==> config.mk <==
export PLATFORM = sky130hd
export DESIGN_NAME = sg_list_walker
export DESIGN_NICKNAME = d
export VERILOG_FILES = /design/src/rtl/sgw_pkg.sv /design/src/rtl/sgw_desc_reg.sv /design/src/rtl/sgw_ptr.sv /design/src/rtl/sgw_fsm.sv /design/src/rtl/sg_list_walker.sv
export SDC_FILE = /design/constraint.sdc
export NUM_CORES = 1
export LEC_CHECK = 0
export ABC_AREA = 1
export BUFFER_PORTS_ARGS = -buffer_cell sky130_fd_sc_hd__buf_2
export CAP_MARGIN = 20
export CORE_MARGIN = 5
export CORE_UTILIZATION = 44
export CTS_CLUSTER_DIAMETER = 80
export DETAILED_ROUTE_END_ITERATION = 12
export PLACE_DENSITY_LB_ADDON = 0.08
export SYNTH_ARGS = -nofsm -noshare
export SYNTH_HDL_FRONTEND = slang
export SYNTH_HIERARCHICAL = 1
export SYNTH_SLANG_ARGS = --single-unit
==> constraint.sdc <==
create_clock -name clk -period 1.81 [get_ports clk]
set_clock_uncertainty 0.15 [all_clocks]
set_input_delay 0 -clock clk [delete_from_list [all_inputs] [get_ports clk]]
set_output_delay 0 -clock clk [all_outputs]
set_load 0.02 [all_outputs]
==> src/rtl/sgw_pkg.sv <==
package sgw_pkg;
  typedef enum logic [1:0] {
    ST_IDLE   = 2'd0,
    ST_FETCH  = 2'd1,
    ST_DECODE = 2'd2,
    ST_XFER   = 2'd3
  } sgw_state_e;

  // byte positions inside a descriptor
  localparam int FLAG_BYTE = 0;
  localparam int LEN_BYTE  = 2;
  localparam int ADDR_BYTE = 4;

  // bit positions inside the flag byte
  localparam int FLG_VALID = 0;
  localparam int FLG_LAST  = 1;
  localparam int FLG_XFER  = 5;

  typedef struct packed {
    logic valid;
    logic last;
    logic xfer;
    logic misalign;
  } sgw_flags_t;
endpackage

==> src/rtl/sgw_desc_reg.sv <==
module sgw_desc_reg
  import sgw_pkg::*;
#(
  parameter int DESC_BYTES  = 8,
  parameter int ADDR_W      = 32,
  parameter int LEN_W       = 16,
  parameter int ALIGN_BYTES = 4
) (
  input  logic                    clk,
  input  logic                    rst_n,
  input  logic                    cap_en,
  input  logic [DESC_BYTES*8-1:0] rdata,
  output logic [ADDR_W-1:0]       buf_addr,
  output logic [LEN_W-1:0]        buf_len,
  output sgw_flags_t              flags,
  output logic                    bad
);
  localparam int DESC_W    = DESC_BYTES * 8;
  localparam int ALIGN_LSB = $clog2(ALIGN_BYTES);

  logic [DESC_W-1:0] desc_q, desc_d;

  always_comb begin
    desc_d = desc_q;
    if (cap_en) desc_d = rdata;
  end

  always_ff @(posedge clk or negedge rst_n) begin
    if (!rst_n) desc_q <= '0;
    else        desc_q <= desc_d;
  end

  logic [7:0] flag_byte;
  assign flag_byte = desc_q[FLAG_BYTE*8 +: 8];
  assign buf_len   = desc_q[LEN_BYTE*8 +: LEN_W];
  assign buf_addr  = desc_q[ADDR_BYTE*8 +: ADDR_W];

  logic mis;
  generate
    if (ALIGN_LSB == 0) begin : g_noalign
      assign mis = 1'b0;
    end else begin : g_align
      assign mis = |buf_len[ALIGN_LSB-1:0];
    end
  endgenerate

  always_comb begin
    flags.valid    = flag_byte[FLG_VALID];
    flags.last     = flag_byte[FLG_LAST];
    flags.xfer     = flag_byte[FLG_XFER];
    flags.misalign = mis;
  end

  assign bad = !flags.valid || flags.misalign;
endmodule

==> src/rtl/sgw_ptr.sv <==
module sgw_ptr #(
  parameter int ADDR_W     = 32,
  parameter int DESC_BYTES = 8
) (
  input  logic              clk,
  input  logic              rst_n,
  input  logic              load,
  input  logic              adv,
  input  logic [ADDR_W-1:0] base,
  output logic [ADDR_W-1:0] ptr
);
  localparam logic [ADDR_W-1:0] STEP = ADDR_W'(DESC_BYTES);

  logic [ADDR_W-1:0] ptr_q, ptr_d;

  always_comb begin
    ptr_d = ptr_q;
    if (load)     ptr_d = base;
    else if (adv) ptr_d = ptr_q + STEP;
  end

  always_ff @(posedge clk or negedge rst_n) begin
    if (!rst_n) ptr_q <= '0;
    else        ptr_q <= ptr_d;
  end

  assign ptr = ptr_q;
endmodule

==> src/rtl/sgw_fsm.sv <==
module sgw_fsm
  import sgw_pkg::*;
(
  input  logic       clk,
  input  logic       rst_n,
  input  logic       start,
  input  logic       abort,
  input  logic       mem_ack,
  input  logic       xfer_ack,
  input  sgw_flags_t flags,
  input  logic       bad,
  output logic       cap_en,
  output logic       load,
  output logic       adv,
  output logic       mem_req,
  output logic       xfer_req,
  output logic       busy,
  output logic       done,
  output logic       err
);
  sgw_state_e st_q, st_d;
  logic       done_q, done_d;
  logic       err_q, err_d;
  logic       accept;

  assign accept = (st_q == ST_IDLE) && start && !abort;

  always_comb begin
    st_d   = st_q;
    done_d = 1'b0;
    err_d  = err_q;
    adv    = 1'b0;
    if (accept) err_d = 1'b0;
    case (st_q)
      ST_IDLE: if (accept) st_d = ST_FETCH;
      ST_FETCH: if (mem_ack) st_d = ST_DECODE;
      ST_DECODE: begin
        if (bad) begin
          st_d  = ST_IDLE;
          err_d = 1'b1;
        end else if (flags.xfer) begin
          st_d = ST_XFER;
        end else if (flags.last) begin
          st_d   = ST_IDLE;
          done_d = 1'b1;
        end else begin
          st_d = ST_FETCH;
          adv  = 1'b1;
        end
      end
      ST_XFER: begin
        if (xfer_ack) begin
          if (flags.last) begin
            st_d   = ST_IDLE;
            done_d = 1'b1;
          end else begin
            st_d = ST_FETCH;
            adv  = 1'b1;
          end
        end
      end
      default: st_d = ST_IDLE;
    endcase
    if (abort) begin
      st_d   = ST_IDLE;
      done_d = 1'b0;
      adv    = 1'b0;
      err_d  = err_q;
    end
  end

  always_ff @(posedge clk or negedge rst_n) begin
    if (!rst_n) begin
      st_q   <= ST_IDLE;
      done_q <= 1'b0;
      err_q  <= 1'b0;
    end else begin
      st_q   <= st_d;
      done_q <= done_d;
      err_q  <= err_d;
    end
  end

  assign load     = accept;
  assign cap_en   = (st_q == ST_FETCH) && mem_ack;
  assign mem_req  = (st_q == ST_FETCH);
  assign xfer_req = (st_q == ST_XFER);
  assign busy     = (st_q != ST_IDLE);
  assign done     = done_q;
  assign err      = err_q;
endmodule

==> src/rtl/sg_list_walker.sv <==
module sg_list_walker
  import sgw_pkg::*;
#(
  parameter int ADDR_W      = 32,
  parameter int LEN_W       = 16,
  parameter int DESC_BYTES  = 8,
  parameter int ALIGN_BYTES = 4
) (
  input  logic                    clk,
  input  logic                    rst_n,
  input  logic                    start_i,
  input  logic [ADDR_W-1:0]       list_base_i,
  input  logic                    abort_i,
  output logic                    mem_req_o,
  output logic [ADDR_W-1:0]       mem_addr_o,
  input  logic                    mem_ack_i,
  input  logic [DESC_BYTES*8-1:0] mem_rdata_i,
  output logic                    xfer_req_o,
  output logic [ADDR_W-1:0]       xfer_addr_o,
  output logic [LEN_W-1:0]        xfer_len_o,
  input  logic                    xfer_ack_i,
  output logic                    busy_o,
  output logic                    done_o,
  output logic                    err_o
);
  sgw_flags_t flags;
  logic       bad, cap_en, load, adv;

  sgw_desc_reg #(
    .DESC_BYTES(DESC_BYTES), .ADDR_W(ADDR_W),
    .LEN_W(LEN_W), .ALIGN_BYTES(ALIGN_BYTES)
  ) u_desc (
    .clk(clk), .rst_n(rst_n), .cap_en(cap_en), .rdata(mem_rdata_i),
    .buf_addr(xfer_addr_o), .buf_len(xfer_len_o), .flags(flags), .bad(bad)
  );

  sgw_ptr #(.ADDR_W(ADDR_W), .DESC_BYTES(DESC_BYTES)) u_ptr (
    .clk(clk), .rst_n(rst_n), .load(load), .adv(adv),
    .base(list_base_i), .ptr(mem_addr_o)
  );

  sgw_fsm u_fsm (
    .clk(clk), .rst_n(rst_n), .start(start_i), .abort(abort_i),
    .mem_ack(mem_ack_i), .xfer_ack(xfer_ack_i), .flags(flags), .bad(bad),
    .cap_en(cap_en), .load(load), .adv(adv), .mem_req(mem_req_o),
    .xfer_req(xfer_req_o), .busy(busy_o), .done(done_o), .err(err_o)
  );
endmodule

Yosys cells after proc, flatten, opt, wreduce, memory -nomap -nowiden
Cells that the tools add are included.

word-level totals
  register bits after elaboration = 100
  bits in latches = 0
  bits in writable memories = 0
  memory bits (read-only) = 0
  word-level logic and storage cells = 48
  memories kept = 0

cells by class
  add/subtract/negate cells = 1
  multiply operators = 0
  divide/modulo/power cells = 0
  order comparisons = 0
  eq/ne operators = 6
  shift operators = 0
  mux-type cells = 25
  bitwise logic cells = 0
  reduce and logical (&&, ||, !) cells = 11

operator list
  cell                                                    count
  two-way mux 32 bit                                      2
  adder 32 x 4 -> 32 bit (second input constant)          1
  two-way mux 1 bit                                       14
  two-way mux 2 bit                                       6
  one-hot mux 2 bit (4 select lines)                      1
  inequality test 3 x 2 -> 1 bit (second input constant)  2
  equality test 2 bit (second input constant)             2
  one-hot mux 1 bit (2 select lines)                      2
  nonzero test 2 bit                                      2
  logical AND 1 bit                                       3
  inequality test 3 bit (second input constant)           1
  AND reduction 3 bit                                     1
  equality test 2 x 1 -> 1 bit (second input constant)    1
  zero test 1 bit                                         2
  zero test 2 bit                                         1
  OR reduction 2 bit                                      1
  logical OR 1 bit                                        1

Logic depth before layout (Yosys ltp)
  word-level depth = 7
  mapped depth = 10

Modules after synthesis
The synthesis kept the hierarchy.

by module, submodules not included
  module        instances  cells each  area an instance (µm²)  sequential area each (µm²)
  sgw_ptr       1          308         2,147.1                 800.8
  sgw_desc_reg  1          221         2,062.0                 1,276.2
  sgw_fsm       1          48          307.8                   100.1

Least setup slack after synthesis
Ideal clock, no wire load.

  path kind = flip-flop to flip-flop
  start = register u_fsm.st_q[0]
  end = register u_ptr.ptr_q[16], in the netlist u_ptr/ptr[16]
  library setup time = 0.124 ns
  data arrival time = 1.548 ns
  data required time = 1.536 ns
  path slack = -0.013 ns
  cell stages (with the launch flop) = 11
  path buffers = 2
  period minus slack after synthesis = 1.823 ns
  cells stage by stage = dfrtp_1 nor2_2 inv_2 nor3_2 buf_2 inv_2 nand2_1 inv_2 buf_2 nand3_1 nand3_1

on the way
  cells in the longest elaborated chain, start to end = 4
  elaborated cells on any way between the ends = 9
  those cells by class = eq/ne (2); mux (3); reduce/logical (4)

ends and longest elaborated chain
  what                                                      line                  text
  start, declared                                           sgw_fsm.sv:21         sgw_state_e st_q, st_d;
  start signal, assigned                                    sgw_fsm.sv:78         st_q <= st_d;
  zero test 2 bit (*)                                       sgw_fsm.sv:26         assign accept = (st_q == ST_IDLE) && start && !abort;
  logical AND 1 bit (*) (2 in a row)                        sgw_fsm.sv:26
  via load                                                  sg_list_walker.sv:27  logic bad, cap_en, load, adv;
  two-way mux 32 bit or nonzero test 2 bit (tied branches)  -
  end signal, assigned                                      sgw_ptr.sv:24         else ptr_q <= ptr_d;
  end, declared                                             sgw_ptr.sv:14         logic [ADDR_W-1:0] ptr_q, ptr_d;

The timed path passes the listed nets; every way through them passes the cells marked *.
A chain may end at the register's enable or synchronous reset.

Worst setup path after layout
  start = register u_fsm.st_q[1]
  end = register u_ptr.ptr_q[9], in the netlist u_ptr/ptr[9]

on the way
  cells in the longest elaborated chain, start to end = 4
  elaborated cells on any way between the ends = 9
  those cells by class = eq/ne (2); mux (3); reduce/logical (4)

ends and longest elaborated chain
  what                                     line                  text
  equality test 2 bit                      sgw_fsm.sv:34         case (st_q)
  one-hot mux 1 bit (2 select lines) (*)   sgw_fsm.sv:34
  two-way mux 1 bit (*)                    sgw_fsm.sv:64         if (abort) begin
  via adv                                  sg_list_walker.sv:27
  nonzero test 2 bit (no source line) (*)  -

Marked as above.

==> results.tsv <==
metric	value	unit
run_status	finished clean	
grt_usage	0.220	
grt_pass1_wl	22.7	mm
worst-setup-path-type	reg -> reg	
ys.warnings.count	6	
dp_hpwl	9.00	mm
max_slew_margin	0.775	
cp.arrival	1830	ps
cts_max_path_buffers	2	
synth_fp_nets	678	
die_x	111	µm
core	10100	µm²
cts_tree	built	
portBuffers	173	
cts_max_level	3	
cpPeakStageDelay	470	ps
avgViaCountPerCell	4.72	
final_area	6720	µm²
critPathMostFrequentCell	nor2_2	
finalPower	9.60	mW
cp-end-kind	flop	
grt_pass1_vias	4812	
overflow	0	
rsz0062_at_grt	true	
start_util	0.444	
path_cells	inv_2 > nor2_4 > a31oi_2 > nor2_2 > nor2_2 > buf_12 > a22oi_1 > o21ai_0	
final_cells	986	
core.rowCount	37	
hold_slack	44.2	ps
antenna_cells	0	
die_height	111	µm
min_period	1750	ps
nets	948	
grt_max_degree	52	
powerDensity	1430	nW/µm²
place_inst	878	
root_buffer	clkbuf_8	
tightest_slew	337	ps
cp-start-kind	flop	
area_growth	49.2	%
worstPathMaxFanout	28	
timing.final.setup_violations	0	
cts_sinks	87	
syn_inst	575	
route.vias.total	4653	
maxCapViolCount	0	
finalCoreUtilization	0.663	
drc	0	
cpMaxStageDelayCell	dfrtp_2	
syn_area_per_cell	7.84	µm²
worst_ir_drop_vdd	0.690	mV
slew_violations	0	
dieArea	12400	µm²
cts_buffers	9	
clk_latency	350	ps
drt-total-wl	13.3	mm
antenna_left	0	
hp-class	in -> async	
wl_per_cell	13.5	µm
post-route-period-util	0.967	
placed_cell_area	5540	µm²
gp_congestion	0.876	
io_pins	187	
synthesis.area	4510	µm²
drive_gt1_frac	0.320	
fmax	572	MHz
antenna_found_initial	0	
cp.required	1890	ps
p_leak	3.54	nW
hold_viol_final	0	
drt-initial-drc-count	190	
drtPass1Iterations	6	
clk_pin_slew_worst_paths	80	ps
routing by layer:
metal	routed length (µm)	vias to the layer above	track usage
met3	1000	19	0.0671
met2	6790	165	0.395
met1	5290	2122	0.251
met4	229	0	0.0673
li1	-	2347	-
met5	0	-	0
cell usage in the layout (no fill, tap or decap), types with 11 or more instances in the layout:
master and n:
nand3_1 46, dlygate4sd3_1 90, dfrtp_1 85, a22oi_1 16, inv_1 29, buf_2 172
nor2_1 27, nand2_2 26, nor2_4 11, nand2_1 254, nor2_2 12
layout make-up:
cell class,instances,area [µm²]
Fill cell,862,3410
Sequential cell,87,2180
Multi-Input combinational cell,430,2080
Timing Repair Buffer,278,1940
Tap cell,136,170
Inverter,39,156
Clock buffer,11,141
Clock inverter,5,56.3
through the flow:
stage                     setup slack (ps)  TNS (ps)
after detailed placement             -29.6     -86.9
after CTS                             25.9         0
after global routing                 -14.7     -66.5
after floorplan                       8.72         0
final                                 60.4         0
after global placement                 102         0
flip-flops by register name, summed over array words and instances (netlist names):
register and cells:
u_fsm/done 1, u_fsm/err 1, u_ptr/ptr 32, u_fsm/st_q 2, u_desc/desc_q 51
report_power, final:
| group | leakage, nW | internal, mW | total, mW | switching, mW |
|---|---|---|---|---|
| Combinational | 2.36 | 1.65 | 4.48 | 2.83 |
| Sequential | 1.08 | 2.84 | 3.74 | 0.895 |
| Clock | 0.0997 | 0.677 | 1.38 | 0.700 |
critical path, delay by kind of cell (launching register included):
kind / cells / cell delay, ps
AO/OA/AOI/OAI: 3 / 370
AND/OR/NAND/NOR: 3 / 370
flip-flops: 1 / 470
buffers and inverters: 2 / 260
path summary, 6_finish.rpt:
path	from	to	slack, ps	cells past startpoint
hold / removal	rst_n	u_ptr/ptr[0]$_DFFE_PN0P_	40	3
hold reg to reg	u_desc/desc_q[28]$_DFFE_PN0P_	u_desc/desc_q[28]$_DFFE_PN0P_	320	2
max in group asynchronous	rst_n	u_ptr/ptr[2]$_DFFE_PN0P_	690	4
min in group clk	mem_rdata_i[58]	u_desc/desc_q[58]$_DFFE_PN0P_	220	4
setup reg to reg	u_fsm/st_q[1]$_DFFE_PN0P_	u_ptr/ptr[9]$_DFFE_PN0N_	60	8
setup / recovery	u_fsm/st_q[1]$_DFFE_PN0P_	u_ptr/ptr[9]$_DFFE_PN0N_	60	8
timing repair:
action | in CTS | in global routing
hold buffers | 91 | 0
buffers inserted | 0 | 1
resized for setup | 1 | 15
pin swaps | 0 | 2
hold endpoints to repair | 174 | 0
endpoints found under the setup margin | 16 | 29
Power figures use the tool's default switching activity.
